**config.mk**
```make
export PLATFORM = sky130hd
export DESIGN_NAME = serial_rx_regs
export DESIGN_NICKNAME = d
export VERILOG_FILES = /design/src/rtl/serial_rx_pkg.sv /design/src/rtl/srx_baud.sv /design/src/rtl/srx_frame.sv /design/src/rtl/srx_fifo.sv /design/src/rtl/serial_rx_regs.sv
export SDC_FILE = /design/constraint.sdc
export NUM_CORES = 1
export LEC_CHECK = 0
export BUFFER_PORTS_ARGS = -buffer_cell sky130_fd_sc_hd__buf_2
export CELL_PAD_IN_SITES_DETAIL_PLACEMENT = 2
export CELL_PAD_IN_SITES_GLOBAL_PLACEMENT = 2
export CORE_MARGIN = 5
export CORE_UTILIZATION = 25
export CTS_CLUSTER_DIAMETER = 30
export CTS_CLUSTER_SIZE = 30
export DETAILED_ROUTE_END_ITERATION = 12
export GPL_TIMING_DRIVEN = 1
export PLACE_DENSITY_LB_ADDON = 0.1
export RECOVER_POWER = 100
export SLEW_MARGIN = 20
export SYNTH_ARGS = -nofsm -noshare
export SYNTH_HDL_FRONTEND = slang
export SYNTH_SLANG_ARGS = --single-unit
```
**constraint.sdc**
```tcl
create_clock -name clk -period 2.02 [get_ports clk]
set_clock_uncertainty 0.2 [all_clocks]
set_input_delay 0.101 -clock clk [delete_from_list [all_inputs] [get_ports clk]]
set_output_delay 0.101 -clock clk [all_outputs]
set_load 0.02 [all_outputs]
```
**src/rtl/serial_rx_pkg.sv**
```systemverilog
package serial_rx_pkg;
   localparam int SRX_DW = 8;
   localparam logic [2:0] A_CTRL = 3'd0;
   localparam logic [2:0] A_DATA = 3'd1;
   localparam logic [2:0] A_DIV  = 3'd2;
   localparam logic [2:0] A_MODE = 3'd3;
   localparam logic [2:0] A_IRQ  = 3'd4;

   typedef struct packed {
      logic              ferr;
      logic [SRX_DW:0]   word;
   } srx_entry_t;

   typedef enum logic [1:0] {S_IDLE, S_START, S_DATA, S_STOP} srx_state_t;

   function automatic logic vote3(input logic a, input logic b, input logic c);
      return (a & b) | (a & c) | (b & c);
   endfunction
endpackage

```
**src/rtl/srx_baud.sv**
```systemverilog
module srx_baud #(
   parameter int DIV_W    = 8,
   parameter int SLOW_PRE = 4
) (
   input  logic             clk,
   input  logic             rst_n,
   input  logic [DIV_W-1:0] divisor,
   input  logic             fast,
   output logic             tick
);
   localparam int PW = (SLOW_PRE > 1) ? $clog2(SLOW_PRE) : 1;

   if (SLOW_PRE < 2) begin : g_bad_pre
      $error("SLOW_PRE must be at least 2");
   end

   logic [DIV_W-1:0] cnt;
   logic [PW-1:0]    pre;

   always_ff @(posedge clk) begin
      if (!rst_n) begin
         cnt  <= '0;
         pre  <= '0;
         tick <= 1'b0;
      end else begin
         tick <= 1'b0;
         if (cnt >= divisor) begin
            cnt <= '0;
            if (fast) begin
               pre  <= '0;
               tick <= 1'b1;
            end else if (pre == PW'(SLOW_PRE - 1)) begin
               pre  <= '0;
               tick <= 1'b1;
            end else begin
               pre <= pre + 1'b1;
            end
         end else begin
            cnt <= cnt + 1'b1;
         end
      end
   end

   AST_PRE_RANGE: assert property (@(posedge clk) disable iff (!rst_n)
      32'(pre) < SLOW_PRE);
endmodule

```
**src/rtl/srx_frame.sv**
```systemverilog
module srx_frame
   import serial_rx_pkg::*;
#(
   parameter int OVS      = 16,
   parameter int MAJORITY = 1
) (
   input  logic            clk,
   input  logic            rst_n,
   input  logic            en,
   input  logic            tick,
   input  logic            rx,
   input  logic            nine,
   output logic            done,
   output logic            ferr,
   output logic [SRX_DW:0] dout
);
   localparam int CW  = $clog2(OVS);
   localparam int MID = OVS / 2;
   localparam int DEC = (MAJORITY != 0) ? MID + 1 : MID;

   if (OVS < 8 || (OVS & (OVS - 1)) != 0) begin : g_bad_ovs
      $error("OVS must be a power of two of at least 8");
   end

   srx_state_t      state;
   logic [CW-1:0]   phase;
   logic [3:0]      idx;
   logic            s_a, s_b, nine_l, bit_val;
   logic [SRX_DW:0] shreg;

   if (MAJORITY != 0) begin : g_vote
      assign bit_val = vote3(s_a, s_b, rx);
   end else begin : g_single
      assign bit_val = rx;
   end

   always_ff @(posedge clk) begin
      if (!rst_n) begin
         state  <= S_IDLE;
         phase  <= '0;
         idx    <= '0;
         s_a    <= 1'b1;
         s_b    <= 1'b1;
         nine_l <= 1'b0;
         shreg  <= '0;
         done   <= 1'b0;
         ferr   <= 1'b0;
         dout   <= '0;
      end else begin
         done <= 1'b0;
         if (!en) begin
            state <= S_IDLE;
            phase <= '0;
         end else if (tick) begin
            if (state == S_IDLE) begin
               if (!rx) begin
                  state  <= S_START;
                  phase  <= CW'(1);
                  nine_l <= nine;
                  shreg  <= '0;
               end
            end else begin
               phase <= phase + 1'b1;
               if (phase == CW'(MID - 1)) s_a <= rx;
               if (phase == CW'(MID))     s_b <= rx;
               if (phase == CW'(DEC)) begin
                  case (state)
                     S_START: if (bit_val) state <= S_IDLE;
                     S_DATA:  shreg[idx] <= bit_val;
                     S_STOP: begin
                        done  <= 1'b1;
                        ferr  <= !bit_val;
                        dout  <= shreg;
                        state <= S_IDLE;
                     end
                     default: ;
                  endcase
               end
               if (phase == CW'(OVS - 1)) begin
                  if (state == S_START) begin
                     state <= S_DATA;
                     idx   <= '0;
                  end else if (state == S_DATA) begin
                     if (idx == (nine_l ? 4'd8 : 4'd7)) state <= S_STOP;
                     else idx <= idx + 1'b1;
                  end
               end
            end
         end
      end
   end

   AST_DONE_PULSE: assert property (@(posedge clk) disable iff (!rst_n)
      done |=> !done);
   AST_IDX_RANGE: assert property (@(posedge clk) disable iff (!rst_n)
      idx <= 4'd8);
   AST_EIGHT_BIT_CLEAR: assert property (@(posedge clk) disable iff (!rst_n)
      done && !nine_l |-> !dout[SRX_DW]);
endmodule

```
**src/rtl/srx_fifo.sv**
```systemverilog
module srx_fifo
   import serial_rx_pkg::*;
#(
   parameter int DEPTH = 2
) (
   input  logic       clk,
   input  logic       rst_n,
   input  logic       push,
   input  logic       pop,
   input  logic       clr_err,
   input  srx_entry_t din,
   output srx_entry_t head,
   output logic       full,
   output logic       empty
);
   localparam int PW = (DEPTH > 1) ? $clog2(DEPTH) : 1;
   localparam int CW = $clog2(DEPTH + 1);

   if (DEPTH < 2) begin : g_bad_depth
      $error("DEPTH must be at least 2");
   end

   srx_entry_t    mem [DEPTH];
   logic [PW-1:0] wp, rp;
   logic [CW-1:0] count;

   assign full  = (count == CW'(DEPTH));
   assign empty = (count == '0);
   assign head  = mem[rp];

   function automatic logic [PW-1:0] bump(input logic [PW-1:0] p);
      return (p == PW'(DEPTH - 1)) ? '0 : p + 1'b1;
   endfunction

   always_ff @(posedge clk) begin
      if (!rst_n) begin
         wp    <= '0;
         rp    <= '0;
         count <= '0;
         for (int i = 0; i < DEPTH; i++) mem[i] <= '0;
      end else begin
         if (clr_err)
            for (int i = 0; i < DEPTH; i++) mem[i].ferr <= 1'b0;
         if (push && !full) begin
            mem[wp] <= din;
            wp      <= bump(wp);
         end
         if (pop && !empty) rp <= bump(rp);
         count <= count + CW'(push && !full) - CW'(pop && !empty);
      end
   end

   AST_NO_OVERFLOW: assert property (@(posedge clk) disable iff (!rst_n)
      32'(count) <= DEPTH);
   AST_FULL_NO_GROW: assert property (@(posedge clk) disable iff (!rst_n)
      full && !pop |=> full);
endmodule

```
**src/rtl/serial_rx_regs.sv**
```systemverilog
module serial_rx_regs
   import serial_rx_pkg::*;
#(
   parameter int DIV_W    = 8,
   parameter int SLOW_PRE = 4,
   parameter int OVS      = 16,
   parameter int DEPTH    = 2,
   parameter int MAJORITY = 1
) (
   input  logic       clk,
   input  logic       rst_n,
   input  logic       rx,
   input  logic       wr_en,
   input  logic       rd_en,
   input  logic [2:0] addr,
   input  logic [7:0] wdata,
   output logic [7:0] rdata,
   output logic       irq
);
   if (DIV_W < 1 || DIV_W > 8) begin : g_bad_div
      $error("DIV_W must be 1..8");
   end

   logic             spen, rx9, sren, cren, sync_m, fast, ie, oerr;
   logic [DIV_W-1:0] divisor;
   logic             rx_m, rx_s, tick, en, done, fr_ferr, pop, full, empty;
   logic [SRX_DW:0]  fr_word;
   srx_entry_t       head;

   always_ff @(posedge clk) begin
      if (!rst_n) begin
         rx_m <= 1'b1;
         rx_s <= 1'b1;
      end else begin
         rx_m <= rx;
         rx_s <= rx_m;
      end
   end

   always_ff @(posedge clk) begin
      if (!rst_n) begin
         {spen, rx9, sren, cren} <= 4'b0;
         {sync_m, fast, ie}      <= 3'b0;
         divisor                 <= '0;
         oerr                    <= 1'b0;
      end else begin
         if (wr_en) begin
            case (addr)
               A_CTRL: {spen, rx9, sren, cren} <= wdata[7:4];
               A_DIV:  divisor <= wdata[DIV_W-1:0];
               A_MODE: {sync_m, fast} <= {wdata[4], wdata[2]};
               A_IRQ:  ie <= wdata[0];
               default: ;
            endcase
         end
         if (!cren) oerr <= 1'b0;
         else if (done && full) oerr <= 1'b1;
      end
   end

   assign en  = spen && !sync_m && cren && !oerr;
   assign pop = rd_en && (addr == A_DATA);
   assign irq = ie && !empty;

   always_comb begin
      case (addr)
         A_CTRL:  rdata = {spen, rx9, sren, cren, 1'b0, head.ferr & !empty, oerr, head.word[SRX_DW]};
         A_DATA:  rdata = head.word[SRX_DW-1:0];
         A_DIV:   rdata = 8'(divisor);
         A_MODE:  rdata = {3'b0, sync_m, 1'b0, fast, 2'b0};
         A_IRQ:   rdata = {6'b0, !empty, ie};
         default: rdata = 8'h00;
      endcase
   end

   srx_baud #(.DIV_W(DIV_W), .SLOW_PRE(SLOW_PRE)) u_baud (
      .clk(clk), .rst_n(rst_n), .divisor(divisor), .fast(fast), .tick(tick));

   srx_frame #(.OVS(OVS), .MAJORITY(MAJORITY)) u_frame (
      .clk(clk), .rst_n(rst_n), .en(en), .tick(tick), .rx(rx_s), .nine(rx9),
      .done(done), .ferr(fr_ferr), .dout(fr_word));

   srx_fifo #(.DEPTH(DEPTH)) u_fifo (
      .clk(clk), .rst_n(rst_n), .push(done), .pop(pop), .clr_err(!cren),
      .din('{ferr: fr_ferr, word: fr_word}), .head(head), .full(full), .empty(empty));

   AST_OERR_STICKY: assert property (@(posedge clk) disable iff (!rst_n)
      $past(oerr) && $past(cren) && cren |-> oerr);
   AST_OERR_BLOCKS: assert property (@(posedge clk) disable iff (!rst_n)
      $past(oerr) |-> !done);
   AST_CREN_CLEARS: assert property (@(posedge clk) disable iff (!rst_n)
      $past(!cren) |-> !oerr);
   AST_READY_FALL: assert property (@(posedge clk) disable iff (!rst_n)
      $rose(empty) |-> $past(pop));
endmodule

```
==> flow_summary.json, run 1 <==
{
  "status": "completed",
  "antenna_found_initial": 0,
  "final_common_cell": "dfxtp_1",
  "regArea_um2": 1950,
  "drive_above_1_share_pct": 21.6,
  "routed_via_density": 4.68,
  "fin_area_um2": 5550,
  "max_slew.worst_pin.slew_ns": 0.547,
  "synth_edf_count": 20,
  "post-dp-hpwl_um": 9740,
  "clkTransAtPathRegs_ns": 0.07,
  "cp_max_fo": 6,
  "io_pins": 25,
  "die_x_um": 143,
  "relSlewSlack_pct": 63.4,
  "synth_ff_type": "dfxtp_1",
  "cpLargestDelayFamily": "multiplexers",
  "path_buf_inv": 1,
  "period_share_pct": 99.6,
  "hold_class": "in2reg",
  "cts.sink_count": 87,
  "clock_latency_ns": 0.35,
  "drc": 0,
  "rsz0062_at_grt": "yes",
  "cts_buffers": 9,
  "synth_seq_area_share_pct": 43.9,
  "filler_cell_count": 1940,
  "drt_iter0_markers": 119,
  "via_count": 3564,
  "io_buffers": 24,
  "clockRootBuffer": "clkbuf_16",
  "fin_nets": 572,
  "setup-violations-final": 0,
  "syn_to_final_growth_pct": 25.3,
  "wl_met3_um": 299,
  "cp.required_ns": 1.72,
  "grt_pass1_wl_um": 21200,
  "synth_warnings": 0,
  "drt_first_pass_iters": 4,
  "antenna_left": 0,
  "initial_utilization_pct": 25.5,
  "cts_buffer_depth": 2,
  "cellPowerDensity_nw_per_um2": 691,
  "ir_worst_vdd_mv": 0.387,
  "grt-ovfl-total": 0,
  "gp_congestion": 0.758,
  "slew_violations": 0,
  "netlist_area_um2": 4430,
  "critPathCaptureType": "primary output",
  "max_freq_mhz": 497,
  "syn_area_per_cell_um2": 9.56,
  "drv_cap": 0,
  "layout_common_cells": "dfxtp_1, nor2_1, buf_4",
  "p_leak_nw": 2.16,
  "multiInputGateArea_um2": 2400,
  "path_cells": "mux4_2, mux2i_1, o21ai_1, buf_2",
  "die_area_um2": 20500,
  "synth_cell_type_count": 62,
  "num_rows": 48,
  "critPathKind": "reg2out",
  "diodes": 0,
  "chipHeight_um": 143,
  "placed_area_um2": 4990,
  "grt_use_total_pct": 13.4,
  "min_period_ns": 2.01,
  "wirelength_met1_um": 6420,
  "crit_path_top_delay_cell": "mux4_2",
  "top_layer_used": "met4",
  "startpoint_type": "flop",
  "grt_max_degree": 34,
  "h-tree-depth": 3,
  "tns_ns": 0,
  "grt_pass1_vias": 3900,
  "async_flop_share_pct": 0,
  "critPathMaxStageDelay_ns": 0.52,
  "wl_per_cell_um": 17.4,
  "routed_wirelength_um": 13300,
  "synth_nets": 503,
  "hold_viol": 0,
  "tritoncts": "yes",
  "synth-seq-cells": 87,
  "cp.arrival_ns": 1.71,
  "wl_met2_um": 6270,
  "core_area_um2": 17400,
  "syn_inst": 463
}
## worst reg2reg max path, delay by kind of cell (launching register included)
kind / cells / cell delay (ns)
DFF: 1 / 0.33
buffers and inverters: 1 / 0.05
adders and majority gates: 1 / 0.22
and+or+nand+nor: 2 / 0.25
AOI/OAI and AO/OA: 2 / 0.86
## layout make-up
class | instances | share of cell area (%)
repair buffers | 77 | 9.61
well taps | 225 | 5.08
clock buffers | 9 | 4.06
inverters | 22 | 1.49
flip-flops and latches | 87 | 35.1
clock inverters | 7 | 1.31
multi-input cells | 335 | 43.3
## worst paths after layout
| kind | start | endpoint | slack (ns) | cells past startpoint |
|---|---|---|---|---|
| worst max-delay path | flop | rdata[0] | 0.009 | 4 |
| worst min-delay path | addr[2] | flop | 0.09 | 5 |
| worst max register to register | u_baud.cnt[0] | u_baud.cnt[6] | 0.05 | 6 |
| worst min register to register | rx_m | rx_s | 0.22 | 1 |
## logic make-up (layout without fill, tap and decap cells)
group / count (synthesis) / after routing / share of synthesized area [%]
AO/OA/AOI/OAI: 82 / 82 / 12.9
XOR/XNOR: 9 / 9 / 1.78
buffers and inverters: 42 / 115 / 4.52
flip-flops: 87 / 87 / 43.9
multiplexers: 36 / 36 / 8.45
AND/OR/NAND/NOR: 182 / 183 / 21.4
adder cells (fa/ha/maj): 25 / 25 / 7.01
## power breakdown
group / internal [mW] / switching, mW / leakage, nW
logic: 0.110 / 0.151 / 1.28
registers: 1.81 / 0.0229 / 0.739
clock network: 0.963 / 0.775 / 0.143
## per-layer routing
metal | vias up | global-route usage (%)
met5 | - | 0
met1 | 1750 | 17.1
met2 | 31 | 22.3
li1 | 1769 | -
met3 | 14 | 2.11
met4 | 0 | 5.65
## state kept, by name, summed over array words and instances, names as in the netlist, 2 cells and up, named ones only
name and cells:
divisor 8, u_frame.phase 4, u_frame.idx 4, u_fifo.mem 20, u_frame.dout 9, u_frame.state 2, u_frame.shreg 9, u_baud.pre 2
u_fifo.count 2, u_baud.cnt 8
## synth_stat cells (3+ instances only)
cell type  number  share of area, %
o311a_1         8               1.8
inv_1          20               1.7
o21ai_0         6              0.68
xnor2_1         3              0.59
nor2_1         51               4.3
edfxtp_1       20                14
nand4_1         6              0.85
clkbuf_1       10              0.85
nand2_1        36               3.1
nand3b_1        5              0.85
buf_2           6              0.68
and2_1         22               3.1
ha_1           24               6.8
and3_1          4              0.57
mux2i_1        34               7.7
nor3_1          4              0.45
xor2_1          6               1.2
dfxtp_1        67                30
nand3_1        18               2.0
a21oi_1        32               3.6
nor2b_1         9               1.3
a211oi_1        8               1.4
nand2b_1       11               1.6
a21o_1          9               1.5
## through the flow
step                utilization [%]  instances  power (mW)  worst slack (ns)  hold slack [ns]
floorplan                         -        463        2.00            0.0107          0.00247
global placement               28.7        729        2.09           0.00379           0.0883
detailed placement             28.7        729        2.11           -0.0573           0.0965
CTS                            31.3        757        3.88           -0.0403           0.0598
global route                   32.0        762        4.00           -0.0695            0.107
finish                         32.0        762        3.83           0.00878           0.0923
## timing repair
action | CTS | global route
pin swaps | 3 | 16
hold buffers | 11 | 0
setup buffers | 1 | 4
gates cloned | 0 | 1
endpoints found under the setup margin | 18 | 49
gates resized for setup | 11 | 27
hold endpoints to repair | 17 | 0
(Power assumes the default switching activity.)
==> run 2, diff against run 1 <==
==> constraint.sdc (replaced) <==
create_clock -name clk -period 2.02 [get_ports clk]
set_clock_uncertainty 0.2 [all_clocks]
set_input_delay 0.101 -clock clk [delete_from_list [all_inputs] [get_ports clk]]
set_output_delay 0.101 -clock clk [all_outputs]
set_load 0.005 [all_outputs]
==> flow_summary.json, run 2 (synthesized netlist as in run 1, its figures left out) <==
{
  "status": "completed",
  "die_x_um": 143,
  "cpLargestDelayFamily": "multiplexers",
  "r2r_slack_ns": 0.09,
  "reg2reg_from": "u_baud.cnt[0]",
  "layout_common_cells": "dfxtp_1, nor2_1, nand2_1",
  "grt-ovfl-total": 0,
  "core_area_um2": 17400,
  "drc": 0,
  "crit_path_top_delay_cell": "mux4_2",
  "hold_viol": 0,
  "max_freq_mhz": 507,
  "largest_reg_flops": 20,
  "critPathCaptureType": "primary output",
  "grt_use_total_pct": 13.2,
  "antenna_found_initial": 0,
  "cp.required_ns": 1.72,
  "path_cells": "mux4_2, mux2i_1, o21ai_1, buf_2",
  "h-tree-depth": 3,
  "critPathMaxStageDelay_ns": 0.53,
  "routed_via_density": 4.76,
  "tritoncts": "yes",
  "hold_class": "in2reg",
  "cts_buffers": 9,
  "final_common_cell": "dfxtp_1",
  "cp_max_fo": 5,
  "drt_first_pass_iters": 4,
  "clkTransAtPathRegs_ns": 0.07,
  "gp_congestion": 0.755,
  "max_slew.worst_pin.slew_ns": 0.608,
  "filler_cell_count": 1946,
  "dp.cells": 727,
  "path_depth": 4,
  "worst_slack_ns": 0.0471,
  "io_pins": 25,
  "grt_pass1_vias": 3834,
  "top_regs": "u_fifo.mem: 20 flops, u_frame.dout: 9 flops, u_frame.shreg: 9 flops",
  "rsz0062_at_grt": "yes",
  "rr_endpoint": "u_baud.cnt[5]",
  "cts.sink_count": 87,
  "drt_iter0_markers": 113,
  "instances_no_fill": 756,
  "post-dp-hpwl_um": 9900,
  "via_count": 3601,
  "fin_nets": 566,
  "power_mw": 3.63,
  "fin_area_um2": 5440,
  "grt_pass1_wl_um": 21000,
  "hold_ws_ns": 0.00868,
  "setup-violations-final": 0,
  "tns_ns": 0,
  "wl_per_cell_um": 17.1,
  "die_area_um2": 20500,
  "syn_to_final_growth_pct": 22.8,
  "num_rows": 48,
  "drive_above_1_share_pct": 19.0,
  "antenna_left": 0,
  "slew_violations": 0,
  "cp.arrival_ns": 1.67,
  "placed_area_um2": 4980,
  "routed_wirelength_um": 12900,
  "path_buf_inv": 1,
  "crit_end": "rdata[0]",
  "chipHeight_um": 143,
  "ir_worst_vdd_mv": 0.357,
  "r2r_cells": 6,
  "final_core_util_pct": 31.3,
  "cellPowerDensity_nw_per_um2": 668,
  "drv_cap": 0,
  "startpoint_type": "flop",
  "period_share_pct": 97.7,
  "min_period_ns": 1.97,
  "clockRootBuffer": "clkbuf_16",
  "grt_max_degree": 34,
  "regMostFlops": "u_fifo.mem",
  "clock_latency_ns": 0.34,
  "p_leak_nw": 2.11,
  "initial_utilization_pct": 25.5,
  "relSlewSlack_pct": 59.2,
  "dp_slack_ns": -0.0990,
  "diodes": 0,
  "critPathKind": "reg2out",
  "cts_buffer_depth": 2,
  "io_buffers": 24
}
## run 2: changes by cell type in the layout (fill, tap and decap cells not counted), moves of 2 or more
| cell | before | now |
|---|---|---|
| buf_4 | 38 | 30 |
| nor2_1 | 47 | 51 |
| nor2_2 | 5 | 1 |
| and2_0 | 12 | 9 |
| and2_1 | 10 | 13 |
| mux2i_1 | 30 | 33 |
| mux2i_2 | 4 | 1 |
| clkbuf_2 | 2 | 4 |
| clkbuf_4 | 0 | 2 |
| dfxtp_2 | 3 | 1 |
## run 2: how the worst min path moves through the flow
stage / start / end / slack (ns) / cells after the start
floorplan: rx / rx_m / 0.002 / 1
global placement: rx / rx_m / 0.09 / 2
detailed placement: rx / rx_m / 0.1 / 2
CTS: rst_n / u_frame.s_a / 0.004 / 3
global route: rst_n / u_frame.s_b / 0.03 / 3
finish: rst_n / u_frame.s_a / 0.009 / 3
## run 2: what timing repair did
| action | 4_1_cts | 5_1_grt |
|---|---|---|
| gates resized for setup | 9 | 23 |
| gates cloned | 0 | 0 |
| buffers inserted | 1 | 2 |
| hold buffers | 10 | 0 |
| pin swaps | 4 | 13 |
| hold endpoints to repair | 16 | 0 |
| setup endpoints to repair | 17 | 33 |
## run 2: layer usage
layer | up-vias | track usage, % | part of all wire [%]
met5 | - | 0 | 0
met4 | 0 | 3.95 | 1.2
met3 | 11 | 2.44 | 2.2
met2 | 29 | 22.0 | 48
met1 | 1794 | 17.4 | 48
li1 | 1767 | - | -
## run 2: where the power goes
part / switching (mW) / total, mW / leakage (nW) / internal, mW
Sequential: 0.0222 / 1.83 / 0.739 / 1.81
Clock: 0.727 / 1.56 / 0.130 / 0.831
Combinational: 0.135 / 0.237 / 1.24 / 0.101
Total: 0.884 / 3.63 / 2.11 / 2.74
## run 2: layout make-up
| class | count | area (µm²) | share of cell area [%] |
|---|---|---|---|
| clock buffer | 10 | 229 | 4.21 |
| clock inverter | 6 | 38.8 | 0.714 |
| inverter | 22 | 82.6 | 1.52 |
| multi-input combinational | 334 | 2360 | 43.3 |
| sequential | 87 | 1950 | 35.9 |
| tap | 225 | 282 | 5.18 |
| timing repair buffer | 72 | 497 | 9.14 |
## run 2: worst min-delay path: stages
cell and delay [ns]:
buf_2 0.13, buf_4 0.19, o211ai_1 0.09
==> run 3, diff against run 2 <==
--- a/config.mk
+++ b/config.mk
@@ -5,6 +5,7 @@
 export SDC_FILE = /design/constraint.sdc
 export NUM_CORES = 1
 export LEC_CHECK = 0
+export ABC_AREA = 1
 export BUFFER_PORTS_ARGS = -buffer_cell sky130_fd_sc_hd__buf_2
 export CELL_PAD_IN_SITES_DETAIL_PLACEMENT = 2
 export CELL_PAD_IN_SITES_GLOBAL_PLACEMENT = 2
==> flow_summary.json, run 3 <==
{
  "max_slew.worst_pin.slew_ns": 0.822,
  "yosys.cell_count.top_type": "nand2_1",
  "die_area_um2": 20300,
  "hold_class": "in2reg",
  "chipHeight_um": 143,
  "switchingPower_uw": 916,
  "ir_worst_vdd_mv": 0.352,
  "drt_iter0_markers": 99,
  "grt_use_total_pct": 13.3,
  "intPower_mw": 3.13,
  "antenna_found_initial": 0,
  "netlist_area_um2": 4390,
  "relSlewSlack_pct": 45.2,
  "synth_warnings": 0,
  "diodes": 0,
  "drc": 0,
  "syn_area_per_cell_um2": 7.66,
  "initial_utilization_pct": 25.4,
  "top_regs": "u_fifo.mem: 20 flops, u_frame.dout: 9 flops, u_frame.shreg: 9 flops",
  "core_area_um2": 17300,
  "worst_slack_ns": 0.152,
  "drive_above_1_share_pct": 12.4,
  "p_seq_share_pct": 45.5,
  "combPwrFrac_pct": 5.9,
  "syn_to_final_growth_pct": 21.4,
  "tns_ns": 0,
  "clkTransAtPathRegs_ns": 0.07,
  "synth_nets": 613,
  "routed_wirelength_um": 13000,
  "synth_ff_type": "dfxtp_1",
  "clock_latency_ns": 0.34,
  "dp_slack_ns": 0.00139,
  "synth_top_cell_by_area": "dfxtp_1",
  "clkPwrFrac_pct": 48.5,
  "clockRootBuffer": "clkbuf_16",
  "switching_share_pct": 22.7,
  "synth_seq_area_share_pct": 44.2,
  "critPathCaptureType": "primary output",
  "synth_edf_count": 20,
  "routed_via_density": 4.58,
  "tritoncts": "yes",
  "synth_top_area_share_pct": 30.5,
  "cellPowerDensity_nw_per_um2": 758,
  "antenna_left": 0,
  "cts_buffer_depth": 2,
  "wl_per_cell_um": 15.2,
  "die_x_um": 143,
  "io_buffers": 24,
  "setup-violations-final": 0,
  "cts_buffers": 9,
  "status": "completed",
  "startpoint_type": "flop",
  "min_period_ns": 1.87,
  "synth.area.top_cells": "dfxtp_1, edfxtp_1, nand2_1",
  "async_flop_share_pct": 0,
  "cts.sink_count": 87,
  "synth_cell_type_count": 35,
  "max_freq_mhz": 535,
  "drt_first_pass_iters": 4,
  "r2r_cells": 9,
  "gp_congestion": 0.767,
  "period_share_pct": 92.5,
  "rsz0062_at_grt": "no",
  "p_leak_nw": 2.10,
  "regMostFlops": "u_fifo.mem",
  "grt_pass1_vias": 4179,
  "synth-seq-cells": 87,
  "critPathKind": "reg2out",
  "via_count": 3922,
  "largest_reg_flops": 20,
  "num_rows": 48,
  "fin_nets": 666,
  "grt_pass1_wl_um": 21500,
  "grt-ovfl-total": 0,
  "layout_common_cells": "nand2_1, nor2_1, inv_1",
  "final_common_cell": "nand2_1",
  "cp.required_ns": 1.72,
  "h-tree-depth": 3,
  "grt_max_degree": 19,
  "hold_viol": 0,
  "cp_max_fo": 7,
  "drv_cap": 0,
  "slew_violations": 0,
  "syn_inst": 573,
  "holdPathStages": 5,
  "post-dp-hpwl_um": 10200,
  "cp.arrival_ns": 1.57,
  "io_pins": 25,
  "ys_top_cells_by_count": "nand2_1, nor2_1, inv_1, dfxtp_1, a21oi_1"
}
-- run 3: cell types whose count changed after synthesis, moves of 9 or more --
cell	delta
a21o_1	-9
and2_1	-22
inv_1	+62
mux2i_1	-34
nand2_1	+73
nand2b_1	-11
nand4_1	+12
nor2_1	+37
nor2b_1	-9
o21ai_0	+28
-- run 3: worst max-delay path: stages (launching register included) --
cell	delay (ns)
dfxtp_1	0.32
inv_1	0.20
buf_4	0.18
nor2_1	0.04
o311ai_1	0.33
clkbuf_1	0.15
-- run 3: metrics by stage --
step	cells	util (%)	hold WS, ns	area (µm²)	power [mW]
CTS	855	30.8	0.0376	5330	4.11
floorplan	573	-	0.00758	4390	2.00
global route	856	30.8	0.0752	5330	4.22
finish	856	30.8	0.0499	5330	4.04
detailed placement	825	28.0	0.0951	4840	2.10
global placement	825	28.0	0.0875	4840	2.09
-- run 3: routing by layer --
metal / routed length (µm) / GRT usage, % / share of wire (%)
met2: 6260 / 22.5 / 48
met4: 222 / 4.15 / 1.7
met1: 6190 / 17.3 / 47
met3: 364 / 2.39 / 2.8
met5: 0 / 0 / 0
-- run 3: kinds of logic (layout without fill, tap and decap cells) --
logic type	Yosys count	in the layout	share of synthesized area (%)
AOI/OAI and AO/OA	95	95	12.3
xor gates and xnor gates	8	8	1.60
adders and majority gates	24	24	6.84
buffers and inverters	99	157	9.34
DFF	87	87	44.2
and+or+nand+nor	260	260	25.7
-- run 3: area by class of cell --
cell class              count  area (µm²)
well taps                 225         282
clock buffers               9         225
flip-flops and latches     87        1940
multi-input cells         387        2050
inverters                  86         332
fillers                  2020       12000
clock inverters             7         119
repair buffers             55         384
-- run 3: repair_timing --
| item | CTS | global route |
|---|---|---|
| hold buffers | 14 | 0 |
| cloned | 0 | 0 |
| hold endpoints to repair | 22 | 0 |
| pin swaps | 0 | 4 |
| setup buffers | 0 | 1 |
| setup endpoints to repair | 4 | 35 |
| resized for setup | 2 | 9 |
-- run 3: worst paths after layout --
kind	from	to	slack, ns
setup / recovery	flop	rdata[2]	0.15
setup reg to reg	u_frame.state[0]	u_frame.shreg[1]	0.17
hold reg to reg	rx_m	rx_s	0.22
hold / removal	rd_en	u_fifo.rp	0.05
-- run 3: power groups by stage --
stage                     clock (mW)  sequential, mW  combinational [mW]
after CTS                       2.03            1.84               0.246
final                           1.96            1.84               0.239
after global routing            2.10            1.85               0.274
after detailed placement           0            1.88               0.221
after global placement             0            1.88               0.212
after floorplan                    0            1.87               0.129
